$ cat src/rtl/prc_pkg.sv
package prc_pkg;
   localparam int SIZE_W = 5;
   localparam int SUB_N  = 8;

   typedef enum logic [1:0] {
      ACC_READ  = 2'd0,
      ACC_WRITE = 2'd1,
      ACC_FETCH = 2'd2,
      ACC_ALT   = 2'd3
   } acc_kind_e;

   typedef enum logic [1:0] {
      MT_STRONG = 2'd0,
      MT_DEVICE = 2'd1,
      MT_NORMAL = 2'd2,
      MT_SPARE  = 2'd3
   } mem_type_e;

   typedef struct packed {
      logic             en;
      logic             b;
      logic             c;
      logic             s;
      logic             xn;
      logic [2:0]       tex;
      logic [2:0]       ap;
      logic [SUB_N-1:0] srd;
   } region_attr_t;
endpackage

$ cat src/rtl/prc_cfg_store.sv
module prc_cfg_store
   import prc_pkg::*;
#(
   parameter  int NUM_REGIONS = 16,
   parameter  int ADDR_W      = 32,
   localparam int IDX_W       = $clog2(NUM_REGIONS),
   localparam int CIDX_W      = IDX_W + 1,
   localparam int MAX_CODE    = ADDR_W - 5
) (
   input  logic                                 clk,
   input  logic                                 rst_n,
   input  logic                                 cfg_wr,
   input  logic [CIDX_W-1:0]                    cfg_idx,
   input  logic [ADDR_W-1:0]                    cfg_base,
   input  logic [SIZE_W-1:0]                    cfg_size,
   input  region_attr_t                         cfg_attr,
   input  logic                                 ctl_wr,
   input  logic                                 ctl_unit_en,
   input  logic                                 ctl_bg_en,
   output logic [NUM_REGIONS-1:0][ADDR_W-1:0]   base_q,
   output logic [NUM_REGIONS-1:0][SIZE_W-1:0]   size_q,
   output region_attr_t [NUM_REGIONS-1:0]       attr_q,
   output logic                                 unit_en_q,
   output logic                                 bg_en_q,
   output logic                                 reject_q
);
   logic              idx_ok, size_ok, align_ok, accept;
   logic [ADDR_W-1:0] low_mask;

   always_comb begin
      for (int k = 0; k < ADDR_W; k++)
         low_mask[k] = (k < (int'(cfg_size) + 5));
   end

   assign idx_ok   = cfg_idx < CIDX_W'(NUM_REGIONS);
   assign size_ok  = cfg_size <= SIZE_W'(MAX_CODE);
   assign align_ok = (cfg_base & low_mask) == '0;
   assign accept   = idx_ok && size_ok && align_ok;

   always_ff @(posedge clk or negedge rst_n) begin
      if (!rst_n) begin
         base_q    <= '0;
         size_q    <= '0;
         attr_q    <= '0;
         unit_en_q <= 1'b0;
         bg_en_q   <= 1'b0;
         reject_q  <= 1'b0;
      end else begin
         reject_q <= cfg_wr && !accept;
         for (int i = 0; i < NUM_REGIONS; i++) begin
            if (cfg_wr && accept && cfg_idx == CIDX_W'(i)) begin
               base_q[i] <= cfg_base;
               size_q[i] <= cfg_size;
               attr_q[i] <= cfg_attr;
            end
         end
         if (ctl_wr) begin
            unit_en_q <= ctl_unit_en;
            bg_en_q   <= ctl_bg_en;
         end
      end
   end
endmodule

$ cat src/rtl/prc_region_hit.sv
module prc_region_hit
   import prc_pkg::*;
#(
   parameter int ADDR_W = 32
) (
   input  logic [ADDR_W-1:0] addr,
   input  logic [ADDR_W-1:0] base,
   input  logic [SIZE_W-1:0] size,
   input  logic              en,
   input  logic [SUB_N-1:0]  srd,
   output logic              hit
);
   logic [ADDR_W-1:0] low_mask;
   logic [5:0]        sub_shift;
   logic [2:0]        sub_sel;
   logic              in_range;

   always_comb begin
      for (int k = 0; k < ADDR_W; k++)
         low_mask[k] = (k < (int'(size) + 5));
   end

   assign sub_shift = {1'b0, size} + 6'd2;
   assign sub_sel   = 3'(addr >> sub_shift);
   assign in_range  = ((addr ^ base) & ~low_mask) == '0;
   assign hit       = en && in_range && !srd[sub_sel];
endmodule

$ cat src/rtl/prc_access_decode.sv
module prc_access_decode
   import prc_pkg::*;
(
   input  logic       unit_en,
   input  logic       bg_en,
   input  logic       hit,
   input  logic       priv,
   input  acc_kind_e  kind,
   input  logic       b,
   input  logic       c,
   input  logic       s,
   input  logic       xn,
   input  logic [2:0] tex,
   input  logic [2:0] ap,
   output logic       permit,
   output mem_type_e  mtype,
   output logic       cacheable,
   output logic       shareable,
   output logic       xn_out
);
   logic      rd_ok, wr_ok, need_ok, active;
   mem_type_e raw_type;

   always_comb begin
      unique case (ap)
         3'd0:       begin rd_ok = 1'b0; wr_ok = 1'b0; end
         3'd1:       begin rd_ok = priv; wr_ok = priv; end
         3'd2:       begin rd_ok = 1'b1; wr_ok = priv; end
         3'd3:       begin rd_ok = 1'b1; wr_ok = 1'b1; end
         3'd4, 3'd5: begin rd_ok = priv; wr_ok = 1'b0; end
         default:    begin rd_ok = 1'b1; wr_ok = 1'b0; end
      endcase
   end

   assign need_ok = (kind == ACC_WRITE) ? wr_ok : rd_ok;
   assign active  = unit_en && hit;

   always_comb begin
      if (!unit_en)
         permit = 1'b1;
      else if (hit)
         permit = need_ok && !((kind == ACC_FETCH) && xn);
      else
         permit = priv && bg_en;
   end

   always_comb begin
      if (tex == 3'd0 && !c)
         raw_type = b ? MT_DEVICE : MT_STRONG;
      else
         raw_type = MT_NORMAL;
   end

   assign mtype     = active ? raw_type : MT_STRONG;
   assign cacheable = active && (raw_type == MT_NORMAL) && (c || b || tex[2]);
   assign shareable = active && ((raw_type != MT_NORMAL) || s);
   assign xn_out    = active && xn;
endmodule

$ cat src/rtl/prc_region_check.sv
module prc_region_check
   import prc_pkg::*;
#(
   parameter  int NUM_REGIONS = 16,
   parameter  int ADDR_W      = 32,
   localparam int IDX_W       = $clog2(NUM_REGIONS),
   localparam int CIDX_W      = IDX_W + 1
) (
   input  logic              clk,
   input  logic              rst_n,
   input  logic              acc_valid,
   input  logic [ADDR_W-1:0] acc_addr,
   input  logic [1:0]        acc_kind,
   input  logic              acc_priv,
   input  logic              cfg_wr,
   input  logic [CIDX_W-1:0] cfg_idx,
   input  logic [ADDR_W-1:0] cfg_base,
   input  logic [SIZE_W-1:0] cfg_size,
   input  logic              cfg_en,
   input  logic              cfg_b,
   input  logic              cfg_c,
   input  logic              cfg_s,
   input  logic              cfg_xn,
   input  logic [2:0]        cfg_tex,
   input  logic [2:0]        cfg_ap,
   input  logic [SUB_N-1:0]  cfg_srd,
   input  logic              ctl_wr,
   input  logic              ctl_unit_en,
   input  logic              ctl_bg_en,
   output logic              cfg_reject,
   output logic              rsp_valid,
   output logic              rsp_permit,
   output logic              rsp_fault,
   output logic              rsp_hit,
   output logic [IDX_W-1:0]  rsp_region,
   output logic [1:0]        rsp_mtype,
   output logic              rsp_cacheable,
   output logic              rsp_shareable,
   output logic              rsp_xn
);
   if (NUM_REGIONS < 2 || NUM_REGIONS > 16) begin : g_bad_regions
      $error("prc_region_check: NUM_REGIONS must lie in 2..16");
   end
   if (ADDR_W < 8 || ADDR_W > 36) begin : g_bad_addr
      $error("prc_region_check: ADDR_W must lie in 8..36");
   end

   logic [NUM_REGIONS-1:0][ADDR_W-1:0] base_q;
   logic [NUM_REGIONS-1:0][SIZE_W-1:0] size_q;
   region_attr_t [NUM_REGIONS-1:0]     attr_q;
   region_attr_t                       cfg_attr;
   region_attr_t                       sel_attr;
   logic                               unit_en_q, bg_en_q;
   logic [NUM_REGIONS-1:0]             hit_vec;
   logic [IDX_W-1:0]                   sel_idx;
   logic                               any_hit;
   logic                               permit_c, cach_c, shr_c, xn_c;
   mem_type_e                          mtype_c;

   assign cfg_attr = '{en: cfg_en, b: cfg_b, c: cfg_c, s: cfg_s, xn: cfg_xn,
                       tex: cfg_tex, ap: cfg_ap, srd: cfg_srd};

   prc_cfg_store #(.NUM_REGIONS(NUM_REGIONS), .ADDR_W(ADDR_W)) u_store (
      .clk        (clk),
      .rst_n      (rst_n),
      .cfg_wr     (cfg_wr),
      .cfg_idx    (cfg_idx),
      .cfg_base   (cfg_base),
      .cfg_size   (cfg_size),
      .cfg_attr   (cfg_attr),
      .ctl_wr     (ctl_wr),
      .ctl_unit_en(ctl_unit_en),
      .ctl_bg_en  (ctl_bg_en),
      .base_q     (base_q),
      .size_q     (size_q),
      .attr_q     (attr_q),
      .unit_en_q  (unit_en_q),
      .bg_en_q    (bg_en_q),
      .reject_q   (cfg_reject)
   );

   for (genvar g = 0; g < NUM_REGIONS; g++) begin : g_match
      prc_region_hit #(.ADDR_W(ADDR_W)) u_hit (
         .addr(acc_addr),
         .base(base_q[g]),
         .size(size_q[g]),
         .en  (attr_q[g].en),
         .srd (attr_q[g].srd),
         .hit (hit_vec[g])
      );
   end

   // Ascending scan: a later (higher) match overwrites an earlier one.
   always_comb begin
      sel_idx = '0;
      any_hit = 1'b0;
      for (int i = 0; i < NUM_REGIONS; i++) begin
         if (hit_vec[i]) begin
            sel_idx = IDX_W'(i);
            any_hit = 1'b1;
         end
      end
   end

   assign sel_attr = attr_q[sel_idx];

   prc_access_decode u_decode (
      .unit_en  (unit_en_q),
      .bg_en    (bg_en_q),
      .hit      (any_hit),
      .priv     (acc_priv),
      .kind     (acc_kind_e'(acc_kind)),
      .b        (sel_attr.b),
      .c        (sel_attr.c),
      .s        (sel_attr.s),
      .xn       (sel_attr.xn),
      .tex      (sel_attr.tex),
      .ap       (sel_attr.ap),
      .permit   (permit_c),
      .mtype    (mtype_c),
      .cacheable(cach_c),
      .shareable(shr_c),
      .xn_out   (xn_c)
   );

   always_ff @(posedge clk or negedge rst_n) begin
      if (!rst_n) begin
         rsp_valid     <= 1'b0;
         rsp_permit    <= 1'b0;
         rsp_fault     <= 1'b0;
         rsp_hit       <= 1'b0;
         rsp_region    <= '0;
         rsp_mtype     <= '0;
         rsp_cacheable <= 1'b0;
         rsp_shareable <= 1'b0;
         rsp_xn        <= 1'b0;
      end else begin
         rsp_valid <= acc_valid;
         if (acc_valid) begin
            rsp_permit    <= permit_c;
            rsp_fault     <= !permit_c;
            rsp_hit       <= unit_en_q && any_hit;
            rsp_region    <= (unit_en_q && any_hit) ? sel_idx : '0;
            rsp_mtype     <= mtype_c;
            rsp_cacheable <= cach_c;
            rsp_shareable <= shr_c;
            rsp_xn        <= xn_c;
         end
      end
   end
endmodule

$ cat config.mk
export PLATFORM = sky130hd
export DESIGN_NAME = prc_region_check
export DESIGN_NICKNAME = d
export VERILOG_FILES = /design/src/rtl/prc_pkg.sv /design/src/rtl/prc_cfg_store.sv /design/src/rtl/prc_region_hit.sv /design/src/rtl/prc_access_decode.sv /design/src/rtl/prc_region_check.sv
export SDC_FILE = /design/constraint.sdc
export NUM_CORES = 2
export LEC_CHECK = 0
export BUFFER_PORTS_ARGS = -buffer_cell sky130_fd_sc_hd__buf_2
export CAP_MARGIN = 30
export CORE_MARGIN = 2
export CORE_UTILIZATION = 35
export DETAILED_ROUTE_END_ITERATION = 6
export PLACE_DENSITY = 0.56
export SYNTH_ARGS = -nofsm -noshare
export SYNTH_HDL_FRONTEND = slang
export SYNTH_HIERARCHICAL = 1
export SYNTH_SLANG_ARGS = --single-unit
$ cat constraint.sdc
create_clock -name clk -period 5.65 [get_ports clk]
set_input_delay 0.2825 -clock clk [delete_from_list [all_inputs] [get_ports clk]]
set_output_delay 0.2825 -clock clk [all_outputs]
set_load 0.05 [all_outputs]
Word-level counts from Yosys, hierarchy flattened --
Cells that the tools add are included.
Storage, ports and cells: register bits 912, bits of input ports 103, output and inout port bits 14
Operators by class: $add $sub $neg 33, $lt $le $gt $ge 563, equality and inequality tests 24, shift operators 16, mux-type cells 74, bitwise logic cells 49, reductions and logical operators 106
Operator list (count):
- less-than comparator 6 x 32 -> 1 bit (first input constant) | 272
- less-than comparator 5 x 32 -> 1 bit (first input constant) | 136
- less-than comparator 4 x 32 -> 1 bit (first input constant) | 68
- less-than comparator 3 x 32 -> 1 bit (first input constant) | 34
- AND 32 bit | 17
- zero test 32 bit | 17
- less-than comparator 2 x 32 -> 1 bit (first input constant) | 17
- NOT 32 bit | 16
- >> shifter 32 x 6 -> 3 bit | 16
- bitwise XOR 32 bit | 16
- adder 5 x 3 -> 6 bit (second input constant) | 17
- less-than comparator 1 x 6 -> 1 bit (first input constant) | 17
- adder 5 x 2 -> 6 bit (second input constant) | 16
- binary-select mux 19 bit (select 4 bit) | 1
- less-than comparator 3 x 4 -> 1 bit (second input constant) | 16
- logical AND 1 bit | 61
- two-way mux 4 bit | 15
- binary-select mux 1 bit (select 3 bit) | 16
- == test 5 x 4 -> 1 bit (second input constant) | 8
- two-way mux 1 bit | 37
- == test 5 x 3 -> 1 bit (second input constant) | 4
- zero test 1 bit | 20
- two-way mux 18 bit | 1
- == test 5 x 2 -> 1 bit (second input constant) | 2
- other kinds (17) | 25

Depth between registers and ports, before layout --
word-level depth 32, gate-level depth with buffers 25

Modules after synthesis --
Netlist, hierarchy kept.
By module, submodules not included:
- prc_cfg_store | instances 1, cells an instance 2093, area each 34326.7 um^2
- prc_region_hit | instances 16, cells an instance 171, area each 1591.5 um^2
- prc_region_check | instances 1, cells an instance 215, area each 1898.1 um^2
- prc_access_decode | instances 1, cells an instance 17, area each 106.4 um^2

Least setup slack after synthesis --
Ideal clock, no wire load.
kind reg-to-reg, start register u_store/size_q[25] (netlist bit), end register rsp_cacheable, setup time 0.125 ns, arrival 5.260 ns, data required time 5.525 ns, path slack 0.266 ns, cell stages (with the launch flop) 25, clock period less this slack 5.384 ns, cells stage by stage dfrtp_1 > buf_6 > buf_6 > buf_6 > inv_1 > ha_1 > inv_1 > nor2_1 > or4_1 > nor3_1 > o221ai_1 > a2111oi_0 > o2111a_1 > inv_1 > a221o_1 > a31oi_1 > buf_6 > buf_6 > mux2i_1 > o22ai_1 > or4_1 > nor4_2 > nor2_1 > o31a_2 > mux2_2
RTL lines:
- start, declared | line prc_cfg_store.sv:21 | output logic [NUM_REGIONS-1:0][SIZE_W-1:0] size_q,
- start signal, assigned by index | line prc_cfg_store.sv:53 | size_q[i] <= cfg_size;
- end signal, assigned | line prc_region_check.sv:145 | rsp_cacheable <= cach_c;
- end, declared | line prc_region_check.sv:37 | output logic rsp_cacheable,

==> results.py <==
metrics = {
    "run_status": {
        "status": "finished with violations",
        "violations": "setup timing",
    },
    "finish": {
        "fin_cells": 8422,
        "synthToLayoutAreaGrowth_pct": 24.5,
        "finalInstanceArea_um2": 77000,
        "fin_nets": 6111,
        "final_cell_mix": "900 x dfrtp_1, 897 x buf_4, 896 x mux2_2",
        "drive_above_1_share": 0.423,
        "final_common_cell": "dfrtp_1",
    },
    "worst_setup_path": {
        "cp.arrival_ns": 6.40,
        "rrSetupSlack_ns": -0.09,
        "timing.rr.end": "rsp_cacheable",
        "crit_buf_inv": 9,
        "crit_path_start_kind": "register",
        "path_delay_family": "multiplexers",
        "r2r_start": "u_store/size_q[50]",
        "cp.required_ns": 6.31,
        "max_stage_delay_ns": 0.57,
        "endpoint_kind": "register",
        "cp_common_cell": "buf_4",
        "r2r_cells": 25,
        "cp_max_fo": 6,
        "crit_path_top_delay_cell": "mux4_1",
        "startpoint": "u_store/size_q[50]",
        "worstSetupPathType": "register to register",
    },
    "job": {
        "maxCapViolCount": 0,
    },
    "grt": {
        "track_usage": 0.283,
        "overflow": 0,
        "grt_max_degree": 170,
        "grt_pass1_vias": 50200,
        "grt_pass1_wl_mm": 371,
        "antenna_found_initial": 33,
    },
    "pwr": {
        "clock_power_share": 0.475,
        "power_density_nw_per_um2": 211,
        "intPower_mw": 11.7,
        "p_leak_nw": 34.0,
        "power_switching_mw": 4.48,
        "swShare": 0.276,
        "power_frac_comb": 0.122,
        "peakVddDrop_mv": 0.238,
        "p_seq_frac": 0.403,
    },
    "detailed_routing": {
        "viasPerCell": 6.04,
        "vias": 50900,
        "dr.pass1.iters": 6,
        "drt-total-wl_mm": 260,
        "ant_nets": 0,
        "drc": 0,
        "wl_met3_mm": 26.0,
        "wl_met1_mm": 109,
        "wire_per_inst_um": 30.9,
        "top_layer_used": "met5",
        "drtIter0Drc": 5845,
        "wl_met2_mm": 112,
    },
    "sta": {
        "setup_violations": 4,
        "tns_ns": -0.231,
        "hold_viol_final": 0,
        "layout_setup_ws_ns": -0.0862,
        "drv_slew": 0,
        "slew_headroom": 0.221,
        "finalCritPeriodShare": 1.02,
        "period_needed_ns": 5.74,
        "rsz0062_at_grt": "true",
        "fmax_mhz": 174,
        "worst_slew_pin_slew_ns": 1.17,
        "fin_skew_ns": 0.0745,
    },
    "cts": {
        "clock_sinks": 912,
        "clock_latency_ns": 0.79,
        "cts_root_buffer": "clkbuf_16",
        "ctsHtreeMaxLevel": 3,
        "cts_tree": "done",
        "clkTransAtPathRegs_ns": 0.06,
        "numCtsBuffers": 108,
        "clk_path_buf_depth": 3,
    },
    "logic_synthesis": {
        "synth-seq-cells": 912,
        "yosysWarnings": 6,
        "seq_area_frac_synth": 0.369,
        "syn_area_per_cell_um2": 12.2,
        "async_flop_share": 1.00,
        "synth_flop_cell": "dfrtp_1",
        "synth-edff-count": 0,
        "synth_fp_nets": 5198,
        "syn-cell-area_um2": 61800,
        "synth_cell_type_count": 76,
        "synth_cells": 5061,
    },
    "placement": {
        "hpwl_mm": 178,
        "dp_cells": 8133,
        "routabilityCongestion": 0.972,
        "portBuffers": 116,
        "placed_area_um2": 71400,
        "place_ws_ns": -0.700,
    },
    "floorplanning": {
        "die_height_um": 424,
        "start_util": 0.352,
        "rows": 154,
        "io_pins": 117,
        "die_area_um2": 180000,
        "core-area_um2": 176000,
        "fp.dieW_um": 424,
    },
    "hold_path": {
        "holdPathEnd": "u_store/attr_q[280]",
        "min_from": "cfg_xn",
        "hold_path_class": "primary input to register",
        "hold-path-cell-count": 2,
    },
}
==> worst max path at each step <==
stage / depth (start not counted) / end / slack (ns)
global route: 25 / rsp_cacheable / -0.21
global placement: 22 / rsp_permit / -0.78
detailed placement: 25 / rsp_cacheable / -0.70
CTS: 21 / rsp_permit / -0.07
finish: 25 / rsp_cacheable / -0.09
floorplan: 24 / rsp_cacheable / 0.27
==> power by group through the flow <==
stage / combinational [mW] / clock, mW / sequential (mW)
after floorplan: 0.617 / 0 / 6.67
after global placement: 1.88 / 0 / 6.66
after detailed placement: 1.88 / 0 / 6.66
after CTS: 1.90 / 7.82 / 6.54
after global routing: 2.03 / 8.09 / 6.54
final: 1.98 / 7.70 / 6.54
==> synth_stat cells (29+ instances only) <==
master / number / share of area
or4_1: 29 / 0.0035
o22ai_1: 94 / 0.0095
buf_2: 119 / 0.0096
dfrtp_1: 912 / 0.37
mux4_2: 160 / 0.058
buf_4: 38 / 0.0046
a31oi_1: 42 / 0.0043
xor2_1: 208 / 0.029
mux2i_1: 274 / 0.044
o21ai_0: 172 / 0.014
maj3_1: 32 / 0.0052
clkbuf_1: 72 / 0.0044
nor2_1: 166 / 0.010
o211ai_1: 49 / 0.0060
a21oi_1: 150 / 0.012
nand3_1: 87 / 0.0070
buf_6: 62 / 0.011
ha_1: 34 / 0.0069
o31ai_1: 35 / 0.0043
clkbuf_8: 32 / 0.0071
nand2_1: 221 / 0.013
mux2_2: 897 / 0.16
o221ai_1: 81 / 0.011
xnor2_1: 370 / 0.052
inv_1: 77 / 0.0047
nor3_1: 47 / 0.0038
mux2_1: 40 / 0.0073
mux4_1: 160 / 0.068
nand2b_1: 79 / 0.0080
==> sequential cells by signal, summed over array words and instances (netlist names), 2 cells and up <==
register / flops
u_store/base_q: 512
u_store/attr_q: 304
u_store/size_q: 80
rsp_region: 4
rsp_mtype: 2
==> metal layers <==
layer,GRT usage,vias to the layer above
met5,0,-
met4,0.127,6
met3,0.0718,569
met2,0.418,2762
met1,0.390,26500
li1,-,21100
==> per-stage QoR <==
stage	total power, mW	util	hold WS (ns)
2_1_floorplan	7.29	-	-0.0131
4_1_cts	16.3	0.432	0.00897
3_5_place_dp	8.54	0.406	0.387
6_report	16.2	0.438	0.0544
5_1_grt	16.7	0.438	0.0498
3_3_place_gp	8.54	0.406	0.383
==> layout make-up <==
| type | instances | area [um2] |
|---|---|---|
| Sequential cell | 912 | 22800 |
| Clock inverter | 57 | 786 |
| Tap cell | 2340 | 2930 |
| Multi-Input combinational cell | 3731 | 37100 |
| Clock buffer | 148 | 3110 |
| Antenna cell | 13 | 32.5 |
| Timing Repair Buffer | 1128 | 9800 |
| Fill cell | 16400 | 98800 |
| Inverter | 93 | 349 |
==> worst register-to-register path: stages (launching register included) <==
cell,delay (ns)
dfrtp_2,0.43
buf_12,0.14
buf_4,0.11
buf_4,0.11
mux4_1,0.57
mux4_2,0.48
nand2b_1,0.12
nand3_1,0.19
mux2i_1,0.22
buf_4,0.22
o2111a_2,0.35
nand2b_4,0.07
a311oi_1,0.28
buf_4,0.17
a31oi_4,0.03
buf_12,0.16
clkbuf_16,0.17
buf_8,0.12
mux2i_1,0.16
o22ai_1,0.12
or4_4,0.55
nor4_4,0.29
buf_4,0.16
nor2_2,0.04
o31a_2,0.10
mux2_4,0.25
==> cells by family (layout without fill, tap and decap cells) <==
logic type	after synthesis	after routing	synth area share
xor gates and xnor gates	578	578	0.0819
adders and majority gates	66	66	0.0121
buffers and inverters	418	1426	0.0428
and+or+nand+nor	742	742	0.0604
other	0	13	0
muxes	1531	1531	0.341
AOI/OAI and AO/OA	814	814	0.0920
DFF	912	912	0.369
==> timing repair <==
item,4_1_cts,5_1_grt
endpoints found under the setup margin,7,7
hold buffers,15,0
buffers inserted,14,33
gates cloned,2,3
hold endpoints to repair,160,0
resized for setup,93,142
pin swaps,16,41
Power figures use the tool's default switching activity.
